==> config.mk <==
export PLATFORM = sky130hd
export DESIGN_NAME = tdm_sense_tx
export DESIGN_NICKNAME = d
export VERILOG_FILES = /design/src/rtl/tdm_sense_pkg.sv /design/src/rtl/tdm_frame_tracker.sv /design/src/rtl/tdm_word_bank.sv /design/src/rtl/tdm_slot_driver.sv /design/src/rtl/tdm_sense_tx.sv
export SDC_FILE = /design/constraint.sdc
export NUM_CORES = 1
export LEC_CHECK = 0
export BUFFER_PORTS_ARGS = -buffer_cell sky130_fd_sc_hd__buf_2
export CAP_MARGIN = 20
export CORE_MARGIN = 3
export CORE_UTILIZATION = 45
export CTS_CLUSTER_SIZE = 12
export DETAILED_ROUTE_END_ITERATION = 16
export GPL_TIMING_DRIVEN = 0
export SYNTH_ARGS = -nofsm -noshare
export SYNTH_HDL_FRONTEND = slang
export SYNTH_HIERARCHICAL = 1
export SYNTH_SLANG_ARGS = --single-unit
==> constraint.sdc <==
create_clock -name clk -period 2.6 [get_ports clk]
set_clock_uncertainty 0.2 [all_clocks]
set_input_delay 0.52 -clock clk [delete_from_list [all_inputs] [get_ports clk]]
set_output_delay 0.52 -clock clk [all_outputs]
set_load 0.01 [all_outputs]
==> src/rtl/tdm_sense_pkg.sv <==
package tdm_sense_pkg;
    typedef enum logic [1:0] {
        ST_WAIT   = 2'd0,
        ST_LOCKED = 2'd1,
        ST_COAST  = 2'd2
    } trk_state_e;
endpackage

==> src/rtl/tdm_frame_tracker.sv <==
module tdm_frame_tracker
    import tdm_sense_pkg::*;
#(
    parameter int FRAME_BITS = 256,
    parameter int TIMEOUT    = 512,
    localparam int CNT_W     = $clog2(TIMEOUT),
    localparam int POS_W     = $clog2(FRAME_BITS)
) (
    input  logic             clk,
    input  logic             rst_n,
    input  logic             fsync,
    output trk_state_e       st,
    output logic [POS_W-1:0] frame_pos
);
    trk_state_e       st_q, st_d;
    logic [CNT_W-1:0] cnt_q, cnt_d;

    // state register
    always_ff @(posedge clk or negedge rst_n) begin
        if (!rst_n) begin
            st_q  <= ST_WAIT;
            cnt_q <= '0;
        end else begin
            st_q  <= st_d;
            cnt_q <= cnt_d;
        end
    end

    // next state
    always_comb begin
        st_d  = st_q;
        cnt_d = cnt_q;
        unique case (st_q)
            ST_WAIT: begin
                cnt_d = '0;
                if (fsync) st_d = ST_LOCKED;
            end
            ST_LOCKED: begin
                if (fsync) begin
                    cnt_d = '0;
                end else begin
                    cnt_d = cnt_q + 1'b1;
                    if (cnt_q == CNT_W'(FRAME_BITS - 1)) st_d = ST_COAST;
                end
            end
            ST_COAST: begin
                if (fsync) begin
                    st_d  = ST_LOCKED;
                    cnt_d = '0;
                end else if (cnt_q == CNT_W'(TIMEOUT - 1)) begin
                    st_d  = ST_WAIT;
                    cnt_d = '0;
                end else begin
                    cnt_d = cnt_q + 1'b1;
                end
            end
            default: begin
                st_d  = ST_WAIT;
                cnt_d = '0;
            end
        endcase
    end

    // outputs
    always_comb begin
        st        = st_q;
        frame_pos = cnt_q[POS_W-1:0];
    end

    AST_SYNC_RESTART: assert property (@(posedge clk) disable iff (!rst_n)
        fsync |=> (st_q == ST_LOCKED && cnt_q == '0));
    AST_COUNT_STEP: assert property (@(posedge clk) disable iff (!rst_n)
        (st_q != ST_WAIT && !fsync && cnt_q != CNT_W'(TIMEOUT - 1))
        |=> cnt_q == $past(cnt_q) + 1'b1);
    AST_TIMEOUT_WAIT: assert property (@(posedge clk) disable iff (!rst_n)
        (st_q == ST_COAST && !fsync && cnt_q == CNT_W'(TIMEOUT - 1))
        |=> st_q == ST_WAIT);
endmodule

==> src/rtl/tdm_word_bank.sv <==
module tdm_word_bank #(
    parameter int SLOT_W = 16,
    parameter int SUP_W  = 8,
    parameter int GRP_W  = 2
) (
    input  logic              clk,
    input  logic              rst_n,
    input  logic              frame_sync,
    input  logic [GRP_W-1:0]  grp_in,
    input  logic [SLOT_W-1:0] v_in,
    input  logic              v_vld,
    input  logic [SLOT_W-1:0] i_in,
    input  logic              i_vld,
    input  logic [SUP_W-1:0]  s_in,
    input  logic              s_vld,
    output logic [SLOT_W-1:0] v_word,
    output logic [SLOT_W-1:0] i_word,
    output logic [SLOT_W-1:0] s_word,
    output logic [GRP_W-1:0]  grp_q
);
    logic [SLOT_W-1:0] v_hold, i_hold, v_frm, i_frm;
    logic [SUP_W-1:0]  s_hold, s_frm;

    always_ff @(posedge clk or negedge rst_n) begin
        if (!rst_n) begin
            v_hold <= '0;
            i_hold <= '0;
            s_hold <= '0;
        end else begin
            if (v_vld) v_hold <= v_in;
            if (i_vld) i_hold <= i_in;
            if (s_vld) s_hold <= s_in;
        end
    end

    always_ff @(posedge clk or negedge rst_n) begin
        if (!rst_n) begin
            v_frm <= '0;
            i_frm <= '0;
            s_frm <= '0;
            grp_q <= '0;
        end else if (frame_sync) begin
            v_frm <= v_hold;
            i_frm <= i_hold;
            s_frm <= s_hold;
            grp_q <= grp_in;
        end
    end

    assign v_word = v_frm;
    assign i_word = i_frm;

    generate
        if (SUP_W < SLOT_W) begin : g_pad
            assign s_word = {s_frm, {(SLOT_W - SUP_W){1'b0}}};
        end else begin : g_trim
            assign s_word = s_frm[SUP_W-1 -: SLOT_W];
        end
    endgenerate

    AST_FRAME_HOLD: assert property (@(posedge clk) disable iff (!rst_n)
        !frame_sync |=> ($stable(v_frm) && $stable(i_frm) && $stable(s_frm)));
endmodule

==> src/rtl/tdm_slot_driver.sv <==
module tdm_slot_driver
    import tdm_sense_pkg::*;
#(
    parameter int SLOT_W    = 16,
    parameter int SLOTS_MAX = 16,
    localparam int BIT_LOG  = $clog2(SLOT_W),
    localparam int SLOT_LOG = $clog2(SLOTS_MAX),
    localparam int POS_W    = BIT_LOG + SLOT_LOG,
    localparam int GRP_W    = SLOT_LOG - 2
) (
    input  logic              clk,
    input  logic              rst_n,
    input  trk_state_e        st,
    input  logic [POS_W-1:0]  frame_pos,
    input  logic [GRP_W-1:0]  grp_q,
    input  logic [SLOT_W-1:0] v_word,
    input  logic [SLOT_W-1:0] i_word,
    input  logic [SLOT_W-1:0] s_word,
    output logic              tx_dat,
    output logic              tx_oe
);
    logic [SLOT_LOG-1:0] slot;
    logic [1:0]          slot_ofs;
    logic [BIT_LOG-1:0]  bit_idx, sel;
    logic                drv_en, drv_bit;

    assign slot     = frame_pos[BIT_LOG +: SLOT_LOG];
    assign slot_ofs = slot[1:0];
    assign bit_idx  = frame_pos[BIT_LOG-1:0];
    assign sel      = BIT_LOG'(SLOT_W - 1) - bit_idx;

    always_comb begin
        drv_en  = 1'b0;
        drv_bit = 1'b0;
        if (st != ST_WAIT && slot[SLOT_LOG-1:2] == grp_q) begin
            unique case (slot_ofs)
                2'd0: begin drv_en = 1'b1; drv_bit = v_word[sel]; end
                2'd1: begin drv_en = 1'b1; drv_bit = i_word[sel]; end
                2'd2: begin drv_en = 1'b1; drv_bit = s_word[sel]; end
                default: begin drv_en = 1'b0; drv_bit = 1'b0; end
            endcase
        end
    end

    // output register, launched on the falling edge
    always_ff @(negedge clk or negedge rst_n) begin
        if (!rst_n) begin
            tx_oe  <= 1'b0;
            tx_dat <= 1'b0;
        end else begin
            tx_oe  <= drv_en;
            tx_dat <= drv_bit;
        end
    end

    AST_WAIT_QUIET: assert property (@(posedge clk) disable iff (!rst_n)
        (st == ST_WAIT) |-> !tx_oe);
    AST_SLOT4_QUIET: assert property (@(posedge clk) disable iff (!rst_n)
        (slot_ofs == 2'd3) |-> (!tx_oe && !tx_dat));
    AST_FOREIGN_QUIET: assert property (@(posedge clk) disable iff (!rst_n)
        (slot[SLOT_LOG-1:2] != grp_q) |-> !tx_oe);
endmodule

==> src/rtl/tdm_sense_tx.sv <==
module tdm_sense_tx
    import tdm_sense_pkg::*;
#(
    parameter int SLOT_W     = 16,
    parameter int SLOTS_MAX  = 16,
    parameter int SUP_W      = 8,
    parameter int TIMEOUT    = 512,
    localparam int GRP_W     = $clog2(SLOTS_MAX) - 2,
    localparam int FRAME_BITS = SLOT_W * SLOTS_MAX,
    localparam int POS_W     = $clog2(FRAME_BITS)
) (
    input  logic              clk,
    input  logic              rst_n,
    input  logic              fsync,
    input  logic [GRP_W-1:0]  grp_sel,
    input  logic [SLOT_W-1:0] volt_data,
    input  logic              volt_vld,
    input  logic [SLOT_W-1:0] curr_data,
    input  logic              curr_vld,
    input  logic [SUP_W-1:0]  sup_data,
    input  logic              sup_vld,
    output logic              tx_dat,
    output logic              tx_oe
);
    trk_state_e        st;
    logic [POS_W-1:0]  frame_pos;
    logic [GRP_W-1:0]  grp_q;
    logic [SLOT_W-1:0] v_word, i_word, s_word;

    tdm_frame_tracker #(.FRAME_BITS(FRAME_BITS), .TIMEOUT(TIMEOUT)) u_trk (
        .clk(clk), .rst_n(rst_n), .fsync(fsync), .st(st), .frame_pos(frame_pos)
    );

    tdm_word_bank #(.SLOT_W(SLOT_W), .SUP_W(SUP_W), .GRP_W(GRP_W)) u_bank (
        .clk(clk), .rst_n(rst_n), .frame_sync(fsync), .grp_in(grp_sel),
        .v_in(volt_data), .v_vld(volt_vld), .i_in(curr_data), .i_vld(curr_vld),
        .s_in(sup_data), .s_vld(sup_vld),
        .v_word(v_word), .i_word(i_word), .s_word(s_word), .grp_q(grp_q)
    );

    tdm_slot_driver #(.SLOT_W(SLOT_W), .SLOTS_MAX(SLOTS_MAX)) u_drv (
        .clk(clk), .rst_n(rst_n), .st(st), .frame_pos(frame_pos), .grp_q(grp_q),
        .v_word(v_word), .i_word(i_word), .s_word(s_word),
        .tx_dat(tx_dat), .tx_oe(tx_oe)
    );
endmodule

==> key figures <==
Outcome
  • Status: finished, violations left
  • Failing checks: negative setup slack

Clock tree
  • Longest Clk Path Bufs: 2
  • CTS clk-pin slew, worst paths: 0.09 ns
  • CTS tree: yes
  • H-tree depth: 3
  • Root buf cell: clkbuf_8
  • Number of CTS-inserted buffers: 9
  • Later-pin clock latency in the skew report: 0.36 ns
  • # clock sinks: 95

STA
  • RSZ-0062 raised after global routing: yes
  • Slew Limit Fails: 0
  • Hold slack: 0.181 ns
  • Tightest Pin Transition: 0.674 ns
  • Final setup vio count: 3
  • Relative slew slack: 54.8%
  • Worst setup margin: -0.884 ns
  • Final hold vios: 0

Critical path
  • Crit-path slowest cell: mux4_2
  • Reg2Reg Depth: 6
  • Crit. End Element: register
  • Reg2Reg Launch Point: u_trk/cnt_q[2]
  • Max incr delay on CP: 0.52 ns
  • CP Data Required Time: 1.30 ns
  • Most frequent CP cell: mux4_2
  • Type of origin of the critical path: register
  • Crit path kind: reg2reg
  • RR Endpoint: u_drv/tx_dat
  • CP Cell Sequence: buf_6 -> buf_12 -> mux4_2 -> mux4_2 -> nor3_2 -> nor3_1
  • CP Data Arrival Time: 2.18 ns
  • Setup slack, reg-to-reg: -0.88 ns
  • Crit-path max FO: 4

Drt
  • WL met2: 3.55 mm
  • WL met1: 3.73 mm
  • DR WL met3: 377 µm
  • Wire per inst: 15.7 µm
  • Post-route ant nets: 0
  • Detailed-route DRC error count: 0
  • DR vias/cell: 4.90
  • Post-Route WL: 7.76 mm
  • DR top layer: met4
  • DR iter-0 viols: 80
  • Detailed Routing Iterations Pass 1: 4
  • DR vias: 2,423

Floorplanning
  • Core Region: 9860 µm²
  • Starting Density: 46.7%
  • Die X: 107 µm
  • Row count: 36
  • # IOs: 50
  • Die H: 107 µm
  • Die ar.: 11,500 µm²

Power
  • Leakage power: 2.49 nW
  • Total power: 3.44 mW
  • Power per cell area: 639 nW/µm²
  • VDD IR max: 0.000473 V

Worst hold path
  • Worst Hold End: u_bank/s_hold[3]
  • Min-delay src: sup_data[3]
  • Hold Crit Class: in2reg
  • Worst hold path stage count: 2

Logic synthesis
  • Top post-synthesis cells by area: dfrtp_1 51%, mux2_4 20%, mux2_2 5.4%, mux4_1 5.1%, buf_4 2.6%
  • Cell Area, Synth: 4600 µm²
  • Post-synth top area share: 50.6%
  • Register area share after synthesis: 51.7%
  • Synth warn: 6
  • Mapped Cells: 287
  • Syn avg cell area: 16.0 µm²
  • Distinct cells, synth: 36
  • Post-synth top area cell: dfrtp_1
  • #FFs+latches synth: 95

Global route
  • Tot GR Track Use: 14.8%
  • Initial antenna violation count: 0
  • Largest net degree at the start of global routing: 72
  • GRT overflow: 0
  • First-pass GRT wire length: 13.1 mm
  • Number of global-route vias before repair: 2,573

Layout
  • Nets: 413
  • Final instance area: 5380 µm²
  • Filler cell count: 815
  • Share of post-route cells with drive strength above 1: 52.6%
  • Fin util: 54.6%
  • Area Growth Syn to Fin: 17.0%
  • Diode count: 0

Placed design
  • Gpl congestion: 0.761
  • Placed Area: 5060 µm²
  • Port bufs: 46
  • DP HPWL: 5.30 mm

Run
  • MaxCap Viol Count: 0
-- power breakdown --
part           switching, mW  internal [mW]  leakage (nW)
clock                  0.491          0.584         0.108
sequential             0.107           1.65          1.14
combinational          0.223          0.386          1.25
-- repair_timing --
action,4_1_cts,5_1_grt
hold buffers,2,0
buffers inserted,4,1
gates resized for setup,9,3
hold endpoints to repair,24,0
endpoints found under the setup margin,4,4
pin swaps,1,0
-- cell families (layout without fill, tap and decap cells) --
kind of cell / Yosys count / in the layout / synth area share, %
compound gates: 15 / 15 / 2.20
xor+xnor: 5 / 5 / 0.952
flops: 95 / 95 / 51.7
buf+inv: 34 / 101 / 6.82
fa+ha+maj: 7 / 7 / 1.90
mux: 97 / 97 / 32.5
simple gates: 33 / 33 / 3.89
other cells: 1 / 8 / 0.0815
-- cell type report --
cell class                 count  area (µm²)  share of cell area [%]
clock buffer                  11         151                    2.81
clock inverter                 3        67.6                    1.25
timing repair buffer          55         364                    6.76
buffer                        27         289                    5.37
sequential                    95        2380                    44.2
tap                          133         166                    3.09
inverter                       5        18.8                   0.349
multi-input combinational    165        1950                    36.2
-- through the flow --
stage	worst slack [ns]	setup TNS, ns	std cells
after detailed placement	-1.11	-1.35	474
after global placement	-1.34	-18.27	473
final	-0.884	-1.46	494
after global routing	-0.973	-1.61	494
after CTS	-0.873	-1.49	492
after floorplan	-0.902	-0.902	294
-- per-layer routing --
layer	up-vias	global-route usage (%)
met4	0	4.93
met5	-	0
met2	43	22.5
li1	1147	-
met3	10	4.09
met1	1223	20.6
-- flip-flops by register name, summed over array words and instances, names as in the netlist, 2 cells and up --
signal         cells
u_trk/st           2
u_bank/s_hold      8
u_bank/grp_q       2
u_bank/v_hold     16
u_bank/v_word     16
u_bank/i_hold     16
u_bank/s_frm       8
u_bank/i_word     16
u_trk/cnt_q        9
-- worst max path at each step --
stage                         from      endpoint  slack, ns  cells after the start
floorplan           u_trk/cnt_q[2]  u_drv/tx_dat      -0.90                      6
global placement             rst_n   u_drv/tx_oe      -1.34                      1
detailed placement  u_trk/cnt_q[2]  u_drv/tx_dat      -1.11                      6
CTS                 u_trk/cnt_q[2]  u_drv/tx_dat      -0.87                      6
global route        u_trk/cnt_q[2]  u_drv/tx_dat      -0.97                      6
finish              u_trk/cnt_q[2]  u_drv/tx_dat      -0.88                      6
-- worst max-delay path: cells and delay by family (launching register included) --
kind | cells | cell delay (ns)
buffers and inverters | 2 | 0.23
flip-flops | 1 | 0.38
multiplexers | 2 | 1.02
AND/OR/NAND/NOR | 2 | 0.20
-- synthesized netlist by cell type --
cell        n
o311a_1     1
a21oi_1     2
o211ai_1    1
xnor2_1     1
nand3b_1    1
nand2_1     3
nand4_1     1
nand2b_1    1
nor2b_1     4
mux2_2     22
mux2i_1     2
nor3_1      1
buf_6       8
mux4_2      4
nor2_1     10
o21ai_1     1
a21oi_2     1
ha_1        7
buf_4      16
o311ai_0    2
or4b_1      1
conb_1      1
nand3_2     1
o21ai_0     5
buf_2       1
nor3_2      1
dfrtn_1     2
dfrtp_1    93
nand3_1     5
a2111oi_0   2
or3_1       4
inv_1       5
xor2_1      4
mux4_1      9
buf_12      4
mux2_4     60
-- cell usage in the layout (no fill, tap or decap), types with 2 or more instances in the layout --
master          n
xor2_1          3
buf_4          19
clkbuf_8       11
a21oi_1         2
mux2_4         60
buf_12          6
nand3_1         5
dfrtn_1         2
inv_1           5
buf_6           8
nand2_1         3
dfrtp_1        92
ha_1            7
nor2_1         10
o21ai_0         5
or3_1           4
mux4_2          8
bufinv_16       2
dlygate4sd3_1   2
buf_2          45
mux2_2         22
mux2i_1         2
mux4_1          5
conb_1          8
nor2b_1         4
o311ai_0        2
buf_16          2
Power figures use the tool's default switching activity.
